File: config.mk
export PLATFORM = sky130hd
export DESIGN_NAME = bus_lane_seq
export DESIGN_NICKNAME = d
export VERILOG_FILES = /design/src/rtl/bls_pkg.sv /design/src/rtl/bls_lane_plan.sv /design/src/rtl/bls_rd_merge.sv /design/src/rtl/bus_lane_seq.sv
export SDC_FILE = /design/constraint.sdc
export NUM_CORES = 1
export LEC_CHECK = 0
export BUFFER_PORTS_ARGS = -buffer_cell sky130_fd_sc_hd__buf_2
export CORE_UTILIZATION = 28
export DETAILED_ROUTE_END_ITERATION = 7
export PLACE_DENSITY = 0.54
export REMOVE_ABC_BUFFERS = 1
export SLEW_MARGIN = 20
export SYNTH_ARGS = -nofsm -noshare
export SYNTH_HDL_FRONTEND = slang
export SYNTH_SLANG_ARGS = --single-unit
File: constraint.sdc
create_clock -name clk -period 2.3 [get_ports clk]
set_input_delay 0.23 -clock clk [delete_from_list [all_inputs] [get_ports clk]]
set_output_delay 0.23 -clock clk [all_outputs]
set_load 0.03 [all_outputs]
File: src/rtl/bls_pkg.sv
package bls_pkg;
    typedef enum logic [1:0] {
        PH_IDLE = 2'd0,
        PH_ADDR = 2'd1,
        PH_CMD  = 2'd2
    } phase_t;
endpackage

File: src/rtl/bls_lane_plan.sv
// Works out address, high-lane enable and write-lane data for one bus cycle.
module bls_lane_plan #(
    parameter int ADDR_W = 24,
    parameter int DATA_W = 16
) (
    input  logic [ADDR_W-1:0] base_addr,
    input  logic              word,
    input  logic              second,
    input  logic [DATA_W-1:0] wdata,
    output logic [ADDR_W-1:0] cyc_addr,
    output logic              bhe_n,
    output logic              split,
    output logic [DATA_W-1:0] dout
);
    localparam int HALF = DATA_W / 2;
    localparam logic [ADDR_W-1:0] ONE = {{(ADDR_W-1){1'b0}}, 1'b1};

    logic [HALF-1:0] lane_byte;

    always_comb begin
        split     = word && base_addr[0];
        cyc_addr  = second ? (base_addr + ONE) : base_addr;
        bhe_n     = second ? 1'b1 : !(word || base_addr[0]);
        lane_byte = second ? wdata[DATA_W-1:HALF] : wdata[HALF-1:0];
        if (word && !base_addr[0])
            dout = wdata;
        else
            dout = {lane_byte, lane_byte};
    end
endmodule

File: src/rtl/bls_rd_merge.sv
// Picks the active read lane and places it in the assembled result.
module bls_rd_merge #(
    parameter int DATA_W = 16
) (
    input  logic [DATA_W-1:0]   din,
    input  logic                lane_hi,
    input  logic                full_word,
    input  logic                second,
    input  logic [DATA_W/2-1:0] low_acc,
    output logic [DATA_W-1:0]   merged
);
    localparam int HALF = DATA_W / 2;

    logic [HALF-1:0] lane;

    always_comb begin
        lane = lane_hi ? din[DATA_W-1:HALF] : din[HALF-1:0];
        if (full_word)
            merged = din;
        else if (second)
            merged = {lane, low_acc};
        else
            merged = {{HALF{1'b0}}, lane};
    end
endmodule

File: src/rtl/bus_lane_seq.sv
module bus_lane_seq #(
    parameter int ADDR_W = 24,
    parameter int DATA_W = 16
) (
    input  logic              clk,
    input  logic              rst_n,
    input  logic              req_valid,
    output logic              req_ready,
    input  logic [ADDR_W-1:0] req_addr,
    input  logic              req_word,
    input  logic              req_io,
    input  logic              req_write,
    input  logic [DATA_W-1:0] req_wdata,
    output logic              done,
    output logic              done_err,
    output logic [DATA_W-1:0] done_rdata,
    output logic [ADDR_W-1:0] bus_addr,
    output logic              bus_io,
    output logic              bus_bhe_n,
    output logic              bus_rd_n,
    output logic              bus_wr_n,
    output logic [DATA_W-1:0] bus_dout,
    output logic              bus_dout_en,
    input  logic [DATA_W-1:0] bus_din,
    input  logic              bus_ready
);
    import bls_pkg::*;

    localparam int HALF = DATA_W / 2;

    typedef struct packed {
        phase_t            ph;
        logic              second;
        logic [ADDR_W-1:0] addr;
        logic              word;
        logic              io;
        logic              wr;
        logic [DATA_W-1:0] wdata;
        logic [DATA_W-1:0] rdata;
        logic              done;
        logic              err;
    } st_t;

    st_t st_d, st_q;

    logic              split;
    logic [ADDR_W-1:0] cyc_addr;
    logic              cyc_bhe_n;
    logic [DATA_W-1:0] cyc_dout;
    logic [DATA_W-1:0] merged;

    bls_lane_plan #(.ADDR_W(ADDR_W), .DATA_W(DATA_W)) u_plan (
        .base_addr (st_q.addr),
        .word      (st_q.word),
        .second    (st_q.second),
        .wdata     (st_q.wdata),
        .cyc_addr  (cyc_addr),
        .bhe_n     (cyc_bhe_n),
        .split     (split),
        .dout      (cyc_dout)
    );

    bls_rd_merge #(.DATA_W(DATA_W)) u_merge (
        .din       (bus_din),
        .lane_hi   (cyc_addr[0]),
        .full_word (st_q.word && !st_q.addr[0]),
        .second    (st_q.second),
        .low_acc   (st_q.rdata[HALF-1:0]),
        .merged    (merged)
    );

    assign req_ready = (st_q.ph == PH_IDLE) && !st_q.done;

    always_comb begin
        st_d      = st_q;
        st_d.done = 1'b0;
        st_d.err  = 1'b0;
        case (st_q.ph)
            PH_IDLE: begin
                if (req_valid && req_ready) begin
                    st_d.addr   = req_addr;
                    st_d.word   = req_word;
                    st_d.io     = req_io;
                    st_d.wr     = req_write;
                    st_d.wdata  = req_wdata;
                    st_d.second = 1'b0;
                    st_d.rdata  = '0;
                    if (req_io && req_word && req_addr[0]) begin
                        st_d.done = 1'b1;
                        st_d.err  = 1'b1;
                    end else begin
                        st_d.ph = PH_ADDR;
                    end
                end
            end
            PH_ADDR: st_d.ph = PH_CMD;
            PH_CMD: begin
                if (bus_ready) begin
                    st_d.rdata = merged;
                    if (split && !st_q.second) begin
                        st_d.second = 1'b1;
                        st_d.ph     = PH_ADDR;
                    end else begin
                        st_d.ph   = PH_IDLE;
                        st_d.done = 1'b1;
                    end
                end
            end
            default: st_d.ph = PH_IDLE;
        endcase
    end

    always_ff @(posedge clk) begin
        if (!rst_n) st_q <= '0;
        else        st_q <= st_d;
    end

    assign done        = st_q.done;
    assign done_err    = st_q.err;
    assign done_rdata  = st_q.rdata;
    assign bus_addr    = cyc_addr;
    assign bus_bhe_n   = cyc_bhe_n;
    assign bus_io      = st_q.io;
    assign bus_rd_n    = !((st_q.ph == PH_CMD) && !st_q.wr);
    assign bus_wr_n    = !((st_q.ph == PH_CMD) && st_q.wr);
    assign bus_dout    = cyc_dout;
    assign bus_dout_en = (st_q.ph != PH_IDLE) && st_q.wr;

    logic strobe_on;
    assign strobe_on = !bus_rd_n || !bus_wr_n;


    strobe_excl_chk: assert property (@(posedge clk) disable iff (!rst_n)
        !(!bus_rd_n && !bus_wr_n));


    addr_hold_chk: assert property (@(posedge clk) disable iff (!rst_n)
        (st_q.ph == PH_ADDR) |=> ($stable(bus_addr) && $stable(bus_bhe_n) && strobe_on));


    wait_extend_chk: assert property (@(posedge clk) disable iff (!rst_n)
        (strobe_on && !bus_ready) |=> (strobe_on && $stable(bus_addr) && $stable(bus_rd_n)));


    done_pulse_chk: assert property (@(posedge clk) disable iff (!rst_n)
        done |=> !done);


    odd_io_word_chk: assert property (@(posedge clk) disable iff (!rst_n)
        (req_valid && req_ready && req_io && req_word && req_addr[0]) |=> (done && done_err && !strobe_on));


    busy_block_chk: assert property (@(posedge clk) disable iff (!rst_n)
        strobe_on |-> !req_ready);
endmodule

==> impl_results.md, run 1 <==
* Initial DRC count at ~140
* CP required at just over 2 ns
* Area contributors post-synth: dfxtp_1 (35%), nand2_1 (11%), a21boi_1 (10%), mux2_2 (5.3%), mux2i_1 (4.4%)
* Synth area leader: dfxtp_1
* Post-synthesis mux area share at 9.73%
* Clock Tree Buf Depth at 2
* Antenna Nets Post-Route at 0
* Min-delay src: req_wdata[15]
* Syn. warnings at 0
* Initial antenna violation count at 2
* Fin util at 36.1%
* Skew final at roughly 0.0025 ns
* Main synth FF type: dfxtp_1
* Die Ht at 116 um
* Metal2 WL at 4380 um
* Die width at ~120 um
* Global route total overflow at 0
* WS Path Type: register to primary output
* Crit-path max FO at 14
* Post-synth EDFFs at 0
* Root cell of the clock tree: clkbuf_16
* Share of layout cells above drive strength 1 at approximately 34%
* Highest Signal Layer: met5
* Slowest CP cell: nor2_2
* Crit share post-route at roughly 95%
* Worst-Skew Late Latency at 0.33 ns
* FILL cells at roughly 1300
* Met1 Routed Length at between 4000 and 5000 um
* # hold bufs at CTS at 0
* # setup viols final at 0
* CP Buf/Inv Count at 2
* R2R Setup Slk at about 0.35 ns
* GRT Total Usage at 14.7%
* Crit path time final at approximately 2.2 ns
* Critical Path End Type: primary output
* Gp weighted congestion at just under 0.8
* Reg-to-reg endpoint: done_rdata[1]
* Slew @ Worst Pin at roughly 0.65 ns
* Synth Area in Simple Gates at between 20% and 30%
* Worst Hold Class: input pin to register
* CTS Buf Count at 9
* Setup_tns at 0 ns
* Synth Instances at approximately 420
* Total wire length at 9480 um
* Largest net degree at the start of global routing at 54
* Fraction of the mapped netlist area in adder cells at less than 1%
* Global-route wire length before repair at about 15000 um
* Synth Area in XOR/XNOR at between 5 and 6%
* Min-Delay Endpoint: st_q[33]
* Core ar. at roughly 0.013 mm^2
* Crit path max-delay family: simple AND/OR/NAND/NOR gates
* Drt via density at 4.58
* Post-Synthesis Cell Area at roughly 0.0036 mm^2
* VDD IR max at around 0.26 mV
* Final Cell Area at approximately 0.0045 mm^2
* Placement Cell Area at between 0.004 and 0.005 mm^2
* Part of the Yosys area used for sequential elements at between 30% and 40%
* Min-Delay Path Depth at 3
* Initial Util at 28.6%
* TritonCTS clock tree: done
* Vias in the first global route at roughly 3000
* Routed wl met3 at 496 um
* Largest family of logic cells by synthesized area: simple AND/OR/NAND/NOR gates
* Max-slew headroom at a little under three fifths
* Arrival time worst endpoint at 1.95 ns
* Status: finished clean
* CP Launch Point: st_q[61]
* Pwr dens at approximately 680 mW/mm^2
* Number of synthesized register bits at between 60 and 70
* Residual DRC at 0
* # port buffers at 126
* CP cell instances: buf_4 -> nor2_2 -> mux2_2 -> buf_2
* H-tree levels at 3
* Max-slew violations at 0
* Final HPWL DP at about 6700 um
* Die area at 0.0134 mm^2
* Reg2Reg Depth at 5
* Worst reg2reg startpoint: st_q[61]
* Fraction of registers with async set/reset at 0%
* Tot Pwr at 3100 uW
* # nets final at a little under 600
* P&R area growth vs syn at 25.9%
* Drt wl/cell at between 10 and 15 um
* Total number of vias at 3198
* Fin. Hold Viols at 0
* Pre-antenna DRT Iters at 4
* CTS clock-pin slew for the worst setup and hold paths at approximately 0.050 ns
* Top-area cell type share of the netlist area at between 30 and 40%
* RSZ-0062 raised after global routing: false
* Worst Setup Start Kind: register
* Compound-cell area share of the yosys netlist at 17.9%
* Worst path max stage delay at ~0.44 ns
* Leakage Power at between 0.0015 and 0.002 uW
* Max Freq at approximately 0.46 GHz
* Average size of a mapped cell at 8.56 um^2
* Worst hold slack at about 0.13 ns
* Max-cap violations at 0
* Standard-cell rows at a little over 40
* I/O pin cnt at approximately 130
* Distinct cells, synth at 43
* CTS Sinks at 64
[placed cells by master (no fill, tap or decap), drive strengths merged]
cell and instances:
inv 2, diode 1, nor4b 1, ha 1, clkinv 3, a22oi 8, or3b 2, nand2 107
nand4 8, xor2 7, buf 134, a21o 1, or4b 1, and2 1, o21ai 2, clkbuf 12
a31o 1, nand2b 1, mux2i 16, nor4 2, nor2b 10, o2bb2ai 16, dfxtp 64, mux2 17
nor3 3, bufinv 1, xnor2 16, o21a 3, a21boi 52, and3 4, nand3b 1, and3b 1
nor2 9, nand3 17, nor3b 1, o22ai 1
[timing repair]
action	in CTS	in global routing
gates resized for setup	2	10
pin swaps	1	1
endpoints found under the setup margin	5	15
buffers inserted	0	1
[state kept, by name, summed over array words and instances, names as in the netlist]
register,flops
done_err,1
bus_io,1
done_rdata,16
st_q,45
done,1
[tightest hold or removal path, cell delays in order]
cell and delay, ns:
buf_2 0.09, nand2_1 0.04, a21boi_1 0.05
[per-layer routing]
metal,vias up,track usage [%]
met5,-,0
met4,2,7.27
met3,12,3.40
met2,86,24.4
met1,1459,17.9
li1,1639,-
[worst max path at each step]
stage | to | slack [ns] | cells past startpoint
2_1_floorplan | bus_addr[12] | -0.28 | 5
3_3_place_gp | bus_addr[12] | 0.37 | 6
6_report | bus_dout[14] | 0.12 | 4
4_1_cts | bus_addr[20] | -0.01 | 6
5_1_grt | bus_addr[12] | 0.009 | 6
3_5_place_dp | bus_addr[12] | 0.34 | 6
[final cells by class]
class | count | area (um^2) | share of cell area (%)
diodes | 1 | 2.50 | 0.0550
clock buffers | 12 | 236 | 5.20
clock inverters | 4 | 45.0 | 0.990
inverters | 2 | 7.51 | 0.165
multi-input cells | 310 | 2070 | 45.5
flip-flops and latches | 64 | 1280 | 28.2
well taps | 172 | 215 | 4.73
repair buffers | 134 | 691 | 15.2
[Yosys cell counts (all sizes together), types with 2 or more instances]
library cell and number:
a21boi 52, a22oi 8, and3 4, buf 38
clkbuf 8, dfxtp 64, inv 2, mux2 17
mux2i 16, nand2 107, nand3 17, nand4 8
nor2 9, nor2b 10, nor3 3, nor4 2
o21a 3, o21ai 2, o2bb2ai 16, or3b 2
xnor2 16, xor2 7
[report_power, final]
group | switching, uW | internal [uW] | total [uW] | leakage (uW)
clock | 485 | 834 | 1320 | 0.000140
combinational | 337 | 213 | 551 | 0.00131
sequential | 62.6 | 1170 | 1230 | 0.000523
total | 885 | 2220 | 3100 | 0.00198
[through the flow]
| stage | worst slack, ns | cells |
|---|---|---|
| 2_1_floorplan | -0.281 | 376 |
| 4_1_cts | -0.0105 | 697 |
| 3_5_place_dp | 0.340 | 681 |
| 3_3_place_gp | 0.366 | 681 |
| 6_report | 0.119 | 699 |
| 5_1_grt | 0.00913 | 698 |
[cells by family (layout without fill, tap and decap cells)]
logic type                 after synthesis  in the layout
other                                    0              1
adders and majority gates                1              1
DFF                                     64             64
AOI/OAI and AO/OA                       84             84
muxes                                   33             33
buffers and inverters                   48            152
and+or+nand+nor                        169            169
xor gates and xnor gates                23             23
Note: power is estimated with default switching activity, not from simulation.
==> run 2: changes to the inputs <==
--- a/config.mk
+++ b/config.mk
@@ -6,9 +6,9 @@
 export NUM_CORES = 1
 export LEC_CHECK = 0
 export BUFFER_PORTS_ARGS = -buffer_cell sky130_fd_sc_hd__buf_2
-export CORE_UTILIZATION = 28
+export CORE_UTILIZATION = 42
 export DETAILED_ROUTE_END_ITERATION = 7
-export PLACE_DENSITY = 0.54
+export PLACE_DENSITY = 0.73
 export REMOVE_ABC_BUFFERS = 1
 export SLEW_MARGIN = 20
 export SYNTH_ARGS = -nofsm -noshare
==> run 2 against run 1 <==
Against the previous run:
- sequential share of layout area increased by 1.2 points
- via count increased by 2.6%
- utilization up 17 points
- critical endpoint is now bus_addr[14]
- sequential power about the same
- first-iteration DRC count fell by 13%
- total power shrank 12%
- maximum frequency is 0.93% higher
- cell area fell by 4.0%
- final cell count decreased by 9.6%
- sequential cell count unchanged
- worst hold slack worse by 0.0053 ns
==> impl_results.md, run 2 (same netlist as run 1, synthesis figures left out) <==
* Global-route wire length before repair at 14000 um (-6.2%)
* Max-slew headroom at 57.7% (+1.3 points)
* Largest net degree at the start of global routing at 54 (unchanged)
* Global route total overflow at 0 (unchanged)
* Multi-input logic area at 0.00205 mm^2 (-0.91%)
* Critical Path End Type: primary output
* Max-slew violations at 0 (unchanged)
* I/O pin cnt at 127 (unchanged)
* Slowest CP cell: dfxtp_1
* Initial DRC count at 126 (-13%)
* H-tree levels at 3 (unchanged)
* CP cell instances: ha_1 -> nand3_1 -> nor4_1 -> xnor2_1 -> buf_2
* Crit path time final at 2.16 ns (-0.0201 ns)
* P&R area growth vs syn at 20.9%
* Final Cell Area at 0.00437 mm^2 (-4.0%)
* Vias in the first global route at 3076 (+2.6%)
* Status: finished clean
* CP Buf/Inv Count at 1 (-1)
* Fin. Hold Viols at 0 (unchanged)
* # setup viols final at 0 (unchanged)
* Drt wl/cell at 13.8 um (+2.0%)
* Skew final at 0.0129 ns (+0.0103 ns)
* Placement Cell Area at 0.00412 mm^2 (-1.8%)
* Clock Tree Buf Depth at 2 (unchanged)
* Top reg by flops: st_q
* CP required at 2.07 ns (about the same)
* Final HPWL DP at 6310 um (-5.6%)
* # nets final at 587 (+0.34%)
* Drt via density at 5.19 (+14%)
* Arrival time worst endpoint at 1.93 ns (-0.02 ns)
* Initial antenna violation count at 0 (-2)
* Standard-cell rows at 33 (-20%)
* VDD IR max at 0.282 mV (+6.5%)
* Die area at 0.00898 mm^2 (-33%)
* Worst Hold Class: input pin to register
* FF/Latch Area at 0.00128 mm^2 (unchanged)
* Crit path max-delay family: simple AND/OR/NAND/NOR gates
* Pwr dens at 623 mW/mm^2 (-8.6%)
* Commonest non-fill, non-tap cells in the layout: buf_2 (126), nand2_1 (107), dfxtp_1 (63), a21boi_1 (50), mux2_2 (17)
* Worst path max stage delay at 0.41 ns (-0.03 ns)
* Root cell of the clock tree: clkbuf_8
* Crit share post-route at 94.0% (-0.87 points)
* CTS Buf Count at 9 (unchanged)
* Leakage Power at 0.00194 uW (-1.7%)
* Slew @ Worst Pin at 0.630 ns (-0.0201 ns)
* Total number of vias at 3282 (+2.6%)
* Crit-path max FO at 6 (-8)
* Most common cell after layout, fill and taps aside: buf_2
* # port buffers at 126 (unchanged)
* Max-cap violations at 0 (unchanged)
* Max FFs per register at 45 (unchanged)
* Cell count after placement at 615 (-9.7%)
* Share of layout cells above drive strength 1 at 33.8% (-0.63 points)
* Max Freq at 0.463 GHz (+0.93%)
* Worst-Skew Late Latency at 0.33 ns (about the same)
* TritonCTS clock tree: done
* Gp weighted congestion at 0.804 (+2.6%)
* Pre-antenna DRT Iters at 4 (unchanged)
* Die width at 94.7 um (-18%)
* Worst Setup Start Kind: register
* Residual DRC at 0 (unchanged)
* Non-Filler Instances at 632 (-9.6%)
* WS Path Type: register to primary output
* Antenna Nets Post-Route at 0 (unchanged)
* Core ar. at 0.00826 mm^2 (-35%)
* Worst hold slack at 0.129 ns (-0.00532 ns)
* CTS clock-pin slew for the worst setup and hold paths at 0.07 ns (+0.02 ns)
* Total wire length at 8750 um (-7.7%)
* CTS Sinks at 64 (unchanged)
* FILL cells at 823 (-39%)
* Die Ht at 94.7 um (-18%)
* RSZ-0062 raised after global routing: true
* Initial Util at 43.7% (+15 points)
* GRT Total Usage at 20.1% (+5.4 points)
* Number of diodes at 0 (-1)
* # hold bufs at CTS at 0 (unchanged)
==> run 2: path summary, 6_finish.rpt <==
path | endpoint | from | slack, ns | depth (start not counted)
max | bus_addr[14] | st_q[38] | 0.14 | 5
min | st_q[48] | req_addr[11] | 0.13 | 3
max reg2reg | done_rdata[1] | st_q[61] | 0.40 | 5
min reg2reg | done_rdata[6] | done_rdata[6] | 0.46 | 2
==> run 2: worst min-delay path: cells and delay by family <==
kind            cells  cell delay (ns)
buf+inv             1             0.09
simple gates        1             0.04
compound gates      1             0.05
==> run 2: what timing repair did <==
action	4_1_cts	5_1_grt
setup buffers	0	2
pin swaps	0	2
resized for setup	2	5
setup endpoints to repair	1	21
==> run 2: final cells by class <==
| class | instances | area share (%) |
|---|---|---|
| Clock buffer | 12 | 3.32 |
| Clock inverter | 3 | 0.974 |
| Inverter | 2 | 0.172 |
| Multi-Input combinational cell | 310 | 47.0 |
| Sequential cell | 64 | 29.4 |
| Tap cell | 105 | 3.01 |
| Timing Repair Buffer | 136 | 16.2 |
==> run 2: per-stage QoR <==
stage	setup slack, ns	setup TNS [ns]	power [uW]	util [%]
final	0.139	0	2720	52.9
after global routing	-0.0314	-0.0931	2860	52.9
after CTS	0.0319	0	2740	52.3
after detailed placement	0.307	0	1800	49.9
after global placement	0.382	0	1790	49.9
after floorplan	-0.281	-4.64	1600	-
==> run 2: routing by layer <==
metal / GRT usage (%) / wire length (um) / vias to the layer above
li1: - / - / 1631
met1: 24.3 / 3850 / 1531
met2: 34.0 / 4150 / 106
met3: 4.35 / 570 / 14
met4: 9.09 / 176 / 0
met5: 0 / 0 / -
==> run 2: report_power, final <==
group | internal, uW | switching, uW
Clock | 524 | 417
Combinational | 214 | 335
Sequential | 1170 | 63.4
==> run 3: changes to the inputs <==
--- a/config.mk
+++ b/config.mk
@@ -6,9 +6,11 @@
 export NUM_CORES = 1
 export LEC_CHECK = 0
 export BUFFER_PORTS_ARGS = -buffer_cell sky130_fd_sc_hd__buf_2
-export CORE_UTILIZATION = 42
+export CELL_PAD_IN_SITES_DETAIL_PLACEMENT = 0
+export CELL_PAD_IN_SITES_GLOBAL_PLACEMENT = 1
+export CORE_UTILIZATION = 39
 export DETAILED_ROUTE_END_ITERATION = 7
-export PLACE_DENSITY = 0.73
+export PLACE_DENSITY = 0.89
 export REMOVE_ABC_BUFFERS = 1
 export SLEW_MARGIN = 20
 export SYNTH_ARGS = -nofsm -noshare
==> run 3 against run 2 <==
Against the previous run:
- the run now ends with design-rule violations left
- via count down 2.1%
- register-to-register slack improved by 0.05 ns
- worst setup slack improved by 0.036 ns
- routed wire length is 0.41% higher
- largest cell class unchanged
- final cell count is 0.16% lower
- combinational power about the same
- clock power is 12% lower
- total power shrank 4.2%
- cell area fell by 0.34%
- worst hold slack improved by 0.0063 ns
==> impl_results.md, run 3 (same netlist as run 1, synthesis figures left out) <==
* Initial Util at 40.8% (-2.9 points)
* Total number of vias at 3213 (-2.1%)
* # port buffers at 126 (unchanged)
* Number of diodes at 0 (unchanged)
* Reg power frac at 47.2% (+2.0 points)
* Gate power share at 21.0% (+0.8 points)
* Worst Setup Start Kind: register
* Die area at 0.00965 mm^2 (+7.5%)
* Power share of the clock group at 31.8% (-2.8 points)
* Slew @ Worst Pin at 0.642 ns (+0.0119 ns)
* FILL cells at 901 (+9.5%)
* # hold bufs at CTS at 0 (unchanged)
* RSZ-0062 raised after global routing: false
* Max Freq at 0.471 GHz (+1.7%)
* CTS Buf Count at 9 (unchanged)
* Max-slew violations at 0 (unchanged)
* Arrival time worst endpoint at 1.89 ns (-0.04 ns)
* Fin. Hold Viols at 0 (unchanged)
* Skew final at 0.0101 ns (-0.00280 ns)
* # nets final at 585 (-0.34%)
* Final HPWL DP at 6130 um (-2.8%)
* CP required at 2.07 ns (about the same)
* Failing checks: design-rule violations
* Status: finished with violations
* Die Ht at 98.2 um (+3.7%)
* Max FFs per register at 45 (unchanged)
* Clock Tree Buf Depth at 2 (unchanged)
* Gp weighted congestion at 0.791 (-1.5%)
* Commonest non-fill, non-tap cells in the layout: buf_2 (126), nand2_1 (107), dfxtp_1 (62), a21boi_1 (50), mux2_2 (17)
* Die width at 98.2 um (+3.7%)
* Global route total overflow at 0 (unchanged)
* VDD IR max at 0.228 mV (-19%)
* Root cell of the clock tree: clkbuf_8
* Critical Path End Type: primary output
* Non-Filler Instances at 631 (-0.16%)
* Pwr dens at 599 mW/mm^2 (-3.9%)
* Switching share of power at 30.4% (+0.46 points)
* Max-slew headroom at 56.9% (-0.80 points)
* Int Pwr at 1810 uW (-4.9%)
* Most common cell after layout, fill and taps aside: buf_2
* NetSw at 793 uW (-2.8%)
* Drt via density at 5.09 (-1.9%)
* Global-route wire length before repair at 14400 um (+2.7%)
* Final Cell Area at 0.00435 mm^2 (-0.34%)
* Worst hold slack at 0.135 ns (+0.00631 ns)
* Top reg by flops: st_q
* Leakage Power at 0.00193 uW (-0.73%)
* Share of layout cells above drive strength 1 at 34.0% (+0.26 points)
* Max-cap violations at 0 (unchanged)
* CTS clock-pin slew for the worst setup and hold paths at 0.07 ns (about the same)
* Cell count after placement at 616 (+0.16%)
* GRT Total Usage at 18.5% (-1.6 points)
* Initial DRC count at 101 (-20%)
* Antenna Nets Post-Route at 0 (unchanged)
* Worst-Skew Late Latency at 0.32 ns (about the same)
* Residual DRC at 8 (+8)
* Tot Pwr at 2610 uW (-4.2%)
* Crit path time final at 2.12 ns (-0.0365 ns)
* Standard-cell rows at 34 (+3.0%)
* P&R area growth vs syn at 20.4%
* Crit-path max FO at 8 (+2)
* WS Path Type: register to primary output
* I/O pin cnt at 127 (unchanged)
* Vias in the first global route at 3018 (-1.9%)
* Total wire length at 8780 um (+0.41%)
* Pre-antenna DRT Iters at 6 (+2)
* Drt wl/cell at 13.9 um (+0.57%)
* H-tree levels at 3 (unchanged)
* CTS Sinks at 64 (unchanged)
* # setup viols final at 0 (unchanged)
* Initial antenna violation count at 0 (unchanged)
* TritonCTS clock tree: done
* Largest net degree at the start of global routing at 54 (unchanged)
* Placement Cell Area at 0.00413 mm^2 (about the same)
* Core ar. at 0.00885 mm^2 (+7.2%)
* Crit share post-route at 92.4% (-1.6 points)
* Fin util at 49.2% (-3.7 points)
* Worst Hold Class: input pin to register
## run 3: worst max-delay path, cell delays in order (launching register included)
cell,delay (ns)
dfxtp_1,0.38
nor2b_1,0.20
nand2b_1,0.42
mux2_2,0.39
buf_2,0.18
## run 3: area by class of cell
cell class	instances	area, um^2	area share [%]
Tap cell	108	135	3.11
Inverter	2	7.51	0.173
Multi-Input combinational cell	310	2060	47.4
Sequential cell	64	1280	29.5
Timing Repair Buffer	134	703	16.2
Clock inverter	1	5.00	0.115
Clock buffer	12	155	3.57
## run 3: final timing paths
check	endpoint	slack, ns	depth (start not counted)	startpoint
worst max register to register	done_rdata[0]	0.45	5	st_q[61]
worst min register to register	bus_io	0.46	2	bus_io
worst max-delay path	bus_dout[0]	0.18	4	st_q[36]
worst min-delay path	st_q[54]	0.14	3	req_addr[17]
## run 3: what timing repair did
item                       CTS  global route
setup buffers                0             2
resized for setup            2             9
setup endpoints to repair    9            15
pin swaps                    0             2
## run 3: power by group through the flow
stage | combinational, uW | sequential, uW | clock, uW
2_1_floorplan | 344 | 1260 | 0
3_3_place_gp | 545 | 1250 | 0
3_5_place_dp | 551 | 1250 | 0
4_1_cts | 554 | 1230 | 863
5_1_grt | 596 | 1240 | 919
6_report | 548 | 1230 | 828
## run 3: per-layer routing
layer,routed length (um),GRT usage [%]
met5,0,0
met4,86,7.12
met3,536,3.51
met2,4150,30.4
met1,4010,24.0
## run 3: per-stage QoR
stage	worst slack, ns	TNS (ns)
5_1_grt	0.00517	0
6_report	0.175	0
4_1_cts	0.0233	0
3_5_place_dp	0.351	0
3_3_place_gp	0.417	0
2_1_floorplan	-0.281	-4.64
